**config.mk**
```make
export PLATFORM = sky130hd
export DESIGN_NAME = ro_race_bit
export DESIGN_NICKNAME = d
export VERILOG_FILES = /design/src/rtl/ro_race_pkg.sv /design/src/rtl/osc_select.sv /design/src/rtl/edge_race_counter.sv /design/src/rtl/race_arbiter.sv /design/src/rtl/ro_race_bit.sv
export SDC_FILE = /design/constraint.sdc
export NUM_CORES = 1
export LEC_CHECK = 0
export ABC_AREA = 1
export BUFFER_PORTS_ARGS = -buffer_cell sky130_fd_sc_hd__buf_2
export CAP_MARGIN = 20
export CORE_MARGIN = 5
export CORE_UTILIZATION = 35
export CTS_CLUSTER_SIZE = 25
export DETAILED_ROUTE_END_ITERATION = 16
export HOLD_SLACK_MARGIN = 0.08
export PLACE_DENSITY = 0.61
export SYNTH_ARGS = -nofsm -noshare
export SYNTH_HDL_FRONTEND = slang
export SYNTH_SLANG_ARGS = --single-unit
```
**constraint.sdc**
```tcl
create_clock -name clk_i -period 2.1 [get_ports clk_i]
set_input_delay 0.21 -clock clk_i [delete_from_list [all_inputs] [get_ports clk_i]]
set_output_delay 0.21 -clock clk_i [all_outputs]
set_load 0.02 [all_outputs]
```
**src/rtl/ro_race_pkg.sv**
```systemverilog
package ro_race_pkg;
  // Outcome of the race on the cycle a decision is made: A wins only alone.
  function automatic logic race_outcome(input logic a_full, input logic b_full);
    return a_full & ~b_full;
  endfunction

  // A decision is taken on the first cycle either side is full.
  function automatic logic race_decides(input logic a_full, input logic b_full);
    return a_full | b_full;
  endfunction
endpackage

```
**src/rtl/osc_select.sv**
```systemverilog
module osc_select #(
  parameter int NUM_OSC = 16,
  parameter int SEL_W   = (NUM_OSC > 1) ? $clog2(NUM_OSC) : 1
) (
  input  logic [NUM_OSC-1:0] osc_i,
  input  logic [SEL_W-1:0]   sel_i,
  output logic               osc_o
);
  always_comb begin
    osc_o = 1'b0;
    for (int k = 0; k < NUM_OSC; k++) begin
      if (sel_i == SEL_W'(k)) osc_o = osc_i[k];
    end
  end
endmodule

```
**src/rtl/edge_race_counter.sv**
```systemverilog
module edge_race_counter #(
  parameter int CNT_W       = 16,
  parameter int SYNC_STAGES = 2
) (
  input  logic             clk_i,
  input  logic             rst_i,
  input  logic             osc_i,
  input  logic             freeze_i,
  output logic             rise_o,
  output logic             full_o,
  output logic [CNT_W-1:0] count_o
);
  localparam logic [CNT_W-1:0] ALL_ONES = '1;

  logic [SYNC_STAGES-1:0] sync_q;
  logic                   prev_q;
  logic                   synced;

  function automatic logic [CNT_W-1:0] bump(input logic [CNT_W-1:0] c);
    return (c == ALL_ONES) ? c : c + CNT_W'(1);
  endfunction

  assign synced = sync_q[SYNC_STAGES-1];
  assign rise_o = synced & ~prev_q;
  assign full_o = (count_o == ALL_ONES);

  always_ff @(posedge clk_i) begin
    if (rst_i) begin
      sync_q  <= '0;
      prev_q  <= 1'b0;
      count_o <= '0;
    end else begin
      sync_q  <= {sync_q[SYNC_STAGES-2:0], osc_i};
      prev_q  <= synced;
      if (rise_o && !freeze_i) count_o <= bump(count_o);
    end
  end

  // the count moves only upward, one step at a time
  p_step_one_r3: assert property (@(posedge clk_i) disable iff (rst_i)
    !$stable(count_o) |-> (count_o == $past(count_o) + CNT_W'(1)));

  // a frozen counter does not move
  p_frozen_r7: assert property (@(posedge clk_i) disable iff (rst_i)
    freeze_i |=> $stable(count_o));
endmodule

```
**src/rtl/race_arbiter.sv**
```systemverilog
module race_arbiter
  import ro_race_pkg::*;
(
  input  logic clk_i,
  input  logic rst_i,
  input  logic a_full_i,
  input  logic b_full_i,
  output logic done_o,
  output logic bit_o
);
  logic decide_now;
  assign decide_now = !done_o && race_decides(a_full_i, b_full_i);

  always_ff @(posedge clk_i) begin
    if (rst_i) begin
      done_o <= 1'b0;
      bit_o  <= 1'b0;
    end else if (decide_now) begin
      done_o <= 1'b1;
      bit_o  <= race_outcome(a_full_i, b_full_i);
    end
  end

  // finish is sticky
  p_finish_sticky_r6: assert property (@(posedge clk_i) disable iff (rst_i)
    done_o |=> done_o);
  // the first full counter raises finish on the next edge
  p_finish_rise_r6: assert property (@(posedge clk_i) disable iff (rst_i)
    (a_full_i || b_full_i) |=> done_o);
  // result holds once decided
  p_bit_hold_r7: assert property (@(posedge clk_i) disable iff (rst_i)
    done_o |=> $stable(bit_o));
  // A alone full gives 1
  p_a_wins_r4: assert property (@(posedge clk_i) disable iff (rst_i)
    (!done_o && a_full_i && !b_full_i) |=> bit_o);
  // B alone full gives 0
  p_b_wins_r5: assert property (@(posedge clk_i) disable iff (rst_i)
    (!done_o && b_full_i && !a_full_i) |=> !bit_o);
  // tie gives 0
  p_tie_zero_r8: assert property (@(posedge clk_i) disable iff (rst_i)
    (!done_o && a_full_i && b_full_i) |=> (!bit_o && done_o));
endmodule

```
**src/rtl/ro_race_bit.sv**
```systemverilog
module ro_race_bit #(
  parameter int NUM_OSC     = 16,
  parameter int SEL_W       = 4,
  parameter int CNT_W       = 16,
  parameter int SYNC_STAGES = 2
) (
  input  logic               clk_i,
  input  logic               rst_i,
  input  logic [NUM_OSC-1:0] osc_i,
  input  logic [2*SEL_W-1:0] sel_i,
  output logic               finish_o,
  output logic               bit_o
);
  localparam int SIDES = 2;

  logic [SEL_W-1:0] sel_q [SIDES];
  logic [SIDES-1:0] side_osc, side_rise, side_full;
  logic [CNT_W-1:0] side_count [SIDES];
  logic             freeze;

  // challenge captured only while reset is held
  always_ff @(posedge clk_i) begin
    if (rst_i) begin
      sel_q[0] <= sel_i[SEL_W-1:0];
      sel_q[1] <= sel_i[2*SEL_W-1:SEL_W];
    end
  end

  assign freeze = finish_o;

  for (genvar s = 0; s < SIDES; s++) begin : g_side
    osc_select #(.NUM_OSC(NUM_OSC), .SEL_W(SEL_W)) u_sel (
      .osc_i (osc_i),
      .sel_i (sel_q[s]),
      .osc_o (side_osc[s])
    );
    edge_race_counter #(.CNT_W(CNT_W), .SYNC_STAGES(SYNC_STAGES)) u_cnt (
      .clk_i    (clk_i),
      .rst_i    (rst_i),
      .osc_i    (side_osc[s]),
      .freeze_i (freeze),
      .rise_o   (side_rise[s]),
      .full_o   (side_full[s]),
      .count_o  (side_count[s])
    );
  end

  race_arbiter u_arb (
    .clk_i    (clk_i),
    .rst_i    (rst_i),
    .a_full_i (side_full[0]),
    .b_full_i (side_full[1]),
    .done_o   (finish_o),
    .bit_o    (bit_o)
  );

  // the held challenge never changes outside reset
  p_sel_hold_r10: assert property (@(posedge clk_i) disable iff (rst_i)
    !$past(rst_i) |-> (sel_q[0] == $past(sel_q[0]) && sel_q[1] == $past(sel_q[1])));
  // counters leave reset cleared
  p_reset_clear_r1: assert property (@(posedge clk_i)
    $past(rst_i) |-> (side_count[0] == '0 && side_count[1] == '0 && !finish_o));
  // same selection means identical counts
  p_same_sel_r9: assert property (@(posedge clk_i) disable iff (rst_i)
    (sel_q[0] == sel_q[1] && !$past(rst_i)) |-> (side_count[0] == side_count[1]));
endmodule

```
==> impl_metrics.env <==
export IMPL_outcome="finished, final reports clean"
export IMPL_syn_to_final_growth_pct=14.9
export IMPL_yosys_warnings=0
export IMPL_ys_ff_latch=48
export IMPL_max_cap_viol_count=0
export IMPL_slew_violations=0
export IMPL_postPlaceCellArea_um2=2910
export IMPL_path_clk_slew_ps=90
export IMPL_grt_ovfl_total=0
export IMPL_drc=0
export IMPL_num_vias=2423
export IMPL_slew_limit_headroom_pct=68.3
export IMPL_dp_hpwl_um=4200
export IMPL_gp_congestion=0.852
export IMPL_synthTopCellsByArea="dfxtp_1 (29%), nand2_1 (14%), edfxtp_1 (8.8%), nor2_1 (6.1%), nand3_1 (5.9%)"
export IMPL_worstMarginPinSlew_ps=475
export IMPL_finalInstanceArea_um2=3120
export IMPL_min_period_ps=1840
export IMPL_finalNetCount=435
export IMPL_hold_path_class="input pin to flop"
export IMPL_crit_fanout=9
export IMPL_cts_resized=0
export IMPL_syn_inst=374
export IMPL_reg2regPathDepth=8
export IMPL_setup_slack_ps=256
export IMPL_total_power_mw=1.93
export IMPL_dp_slack_ps=297
export IMPL_post_synth_num_cell_types=36
export IMPL_holdWs_ps=241
export IMPL_yosys_area_top_type="dfxtp_1"
export IMPL_rows=32
export IMPL_dpl_cell_count=494
export IMPL_worstPathArrival_ps=2050
export IMPL_synth_ff_type="dfxtp_1"
export IMPL_holdPathStages=5
export IMPL_die_x_um=98.1
export IMPL_numCtsBuffers=5
export IMPL_cp_start_kind="flop"
export IMPL_htree_levels=2
export IMPL_synth_seq_area_share_pct=38.3
export IMPL_synth_edf_count=8
export IMPL_async_reset_ff_share_pct=0
export IMPL_whs_endpoint="g_side[1].u_cnt.sync_q[0]$_SDFF_PP0_"
export IMPL_ff2ff_setup_slack_ps=260
export IMPL_setup_tns_ps=0
export IMPL_fmax_mhz=542
export IMPL_hold_viol=0
export IMPL_p_leak_nw=1.15
export IMPL_fin_worst_skew_ps=15.3
export IMPL_hp_start="osc_i[12]"
export IMPL_post_drt_via_cell_ratio=4.75
export IMPL_clockBufferDepth=2
export IMPL_ios=28
export IMPL_syn_area_per_cell_um2=7.27
export IMPL_firstDrtPassIters=4
export IMPL_finalNonFillerCells=510
export IMPL_ant_nets=0
export IMPL_reg2reg_from="g_side[0].u_cnt.count_o[0]$_SDFFE_PP0P_"
export IMPL_drtIter0Drc=75
export IMPL_synth_fp_nets=402
export IMPL_worstPathRequired_ps=2300
export IMPL_diodes=0
export IMPL_die_area_um2=9630
export IMPL_cts_tree="yes"
export IMPL_grt_util_all_layers_pct=12.2
export IMPL_clkSinkCount=48
export IMPL_cts_hold_buf=8
export IMPL_wl_um=5680
export IMPL_die_h_um=98.1
export IMPL_reg2reg_to="g_side[0].u_cnt.count_o[2]$_SDFFE_PP0P_"
export IMPL_drive_gt1_share_pct=16.2
export IMPL_grt_pass1_vias=2340
export IMPL_fillers=784
export IMPL_clock_latency_ps=310
export IMPL_synth_top_cell_area_share_pct=29.5
export IMPL_cts_setup_buffers=0
export IMPL_antenna_found_initial=0
export IMPL_grt_first_pass_wirelength_um=10000
export IMPL_irDropWorstVdd_uv=244
export IMPL_setup_viol=0
export IMPL_worstSetupPathType="flop to flop"
export IMPL_synth_area_um2=2720
export IMPL_grt_max_degree=25
export IMPL_power_density_nw_per_um2=618
export IMPL_initial_core_util_pct=35.5
export IMPL_root_buffer="clkbuf_8"
export IMPL_rsz0062_at_grt="no"
export IMPL_synth_most_common_cell="nand2_1"
export IMPL_yosys_top_cells_count="nand2_1 (99), nor2_1 (44), dfxtp_1 (40)"
export IMPL_crit_path_end_kind="flop"
export IMPL_fin_util_pct=40.8
export IMPL_coreArea_um2=7650
export IMPL_min_period_over_period_pct=87.8
export IMPL_avgRoutedWirePerCell_um=11.1
export IMPL_io_buffers=27
==> metal layers <==
| layer | track usage (%) | wire length (um) | vias to the layer above |
|---|---|---|---|
| li1 | - | - | 1285 |
| met1 | 14.9 | 2740 | 1098 |
| met2 | 21.0 | 2580 | 34 |
| met3 | 3.00 | 281 | 6 |
| met4 | 3.94 | 75 | 0 |
| met5 | 0 | 0 | - |
==> critical path, cell delays in order (launching register included) <==
cell	delay, ps
dfxtp_1	410
ha_1	240
nand3_1	130
nor2_1	220
nand3_1	170
nand2_2	180
buf_4	190
o21ai_0	70
and3_1	140
==> registers in the layout, summed over array words and instances, names as in the netlist <==
name                  count
g_side.u_cnt.count_o     32
g_side.u_cnt.prev_q       2
g_side.u_cnt.sync_q       4
sel_q                     8
u_arb.bit_o               1
u_arb.done_o              1
==> cells in the final DEF (no fill, tap or decap), types with 5 or more instances in the layout <==
master         netlist  routed
nand2_2              9       9
a21oi_1             23      23
edfxtp_1             8       8
clkbuf_8             0       5
nand4_1             11      11
nor2_1              44      44
a21oi_2              9       9
nand3_1             32      32
nor3_1               6       6
xnor2_1             13      13
dlygate4sd3_1        0       8
o21ai_0              6       6
dfxtp_1             40      40
xor2_1               9       9
inv_1               29      29
nand2_1             99      99
buf_2                4      27
==> final cells by class <==
| class | instances | area, um^2 | area share, % |
|---|---|---|---|
| clock inverter | 2 | 38.8 | 1.24 |
| inverter | 31 | 119 | 3.81 |
| multi-input combinational | 284 | 1470 | 47.2 |
| clock buffer | 6 | 93.8 | 3.00 |
| timing repair buffer | 37 | 230 | 7.37 |
| tap | 102 | 128 | 4.09 |
| sequential | 48 | 1040 | 33.3 |
==> how the worst max path moves through the flow <==
stage                                                  from                                        to  slack (ps)  depth (start not counted)
finish              g_side[0].u_cnt.count_o[0]$_SDFFE_PP0P_   g_side[0].u_cnt.count_o[2]$_SDFFE_PP0P_         260                          8
global route        g_side[0].u_cnt.count_o[0]$_SDFFE_PP0P_   g_side[0].u_cnt.count_o[3]$_SDFFE_PP0P_          90                          9
CTS                 g_side[0].u_cnt.count_o[0]$_SDFFE_PP0P_   g_side[0].u_cnt.count_o[2]$_SDFFE_PP0P_         240                          8
detailed placement  g_side[0].u_cnt.count_o[0]$_SDFFE_PP0P_   g_side[0].u_cnt.count_o[2]$_SDFFE_PP0P_         300                          8
global placement    g_side[0].u_cnt.count_o[0]$_SDFFE_PP0P_   g_side[0].u_cnt.count_o[2]$_SDFFE_PP0P_         280                          8
floorplan           g_side[0].u_cnt.count_o[0]$_SDFFE_PP0P_  g_side[0].u_cnt.count_o[15]$_SDFFE_PP0P_         570                          9
==> logic make-up after synthesis <==
group,count (synthesis),synth area share (%)
XOR/XNOR,22,7.09
adder cells (fa/ha/maj),2,0.921
buffers and inverters,42,7.50
AO/OA/AOI/OAI,47,10.6
AND/OR/NAND/NOR,213,35.6
flip-flops,48,38.3
==> where the power goes <==
part,switching (mW),internal (mW)
Sequential,0.0316,0.964
Combinational,0.109,0.0724
Clock,0.321,0.431
(Power assumes the default switching activity.)
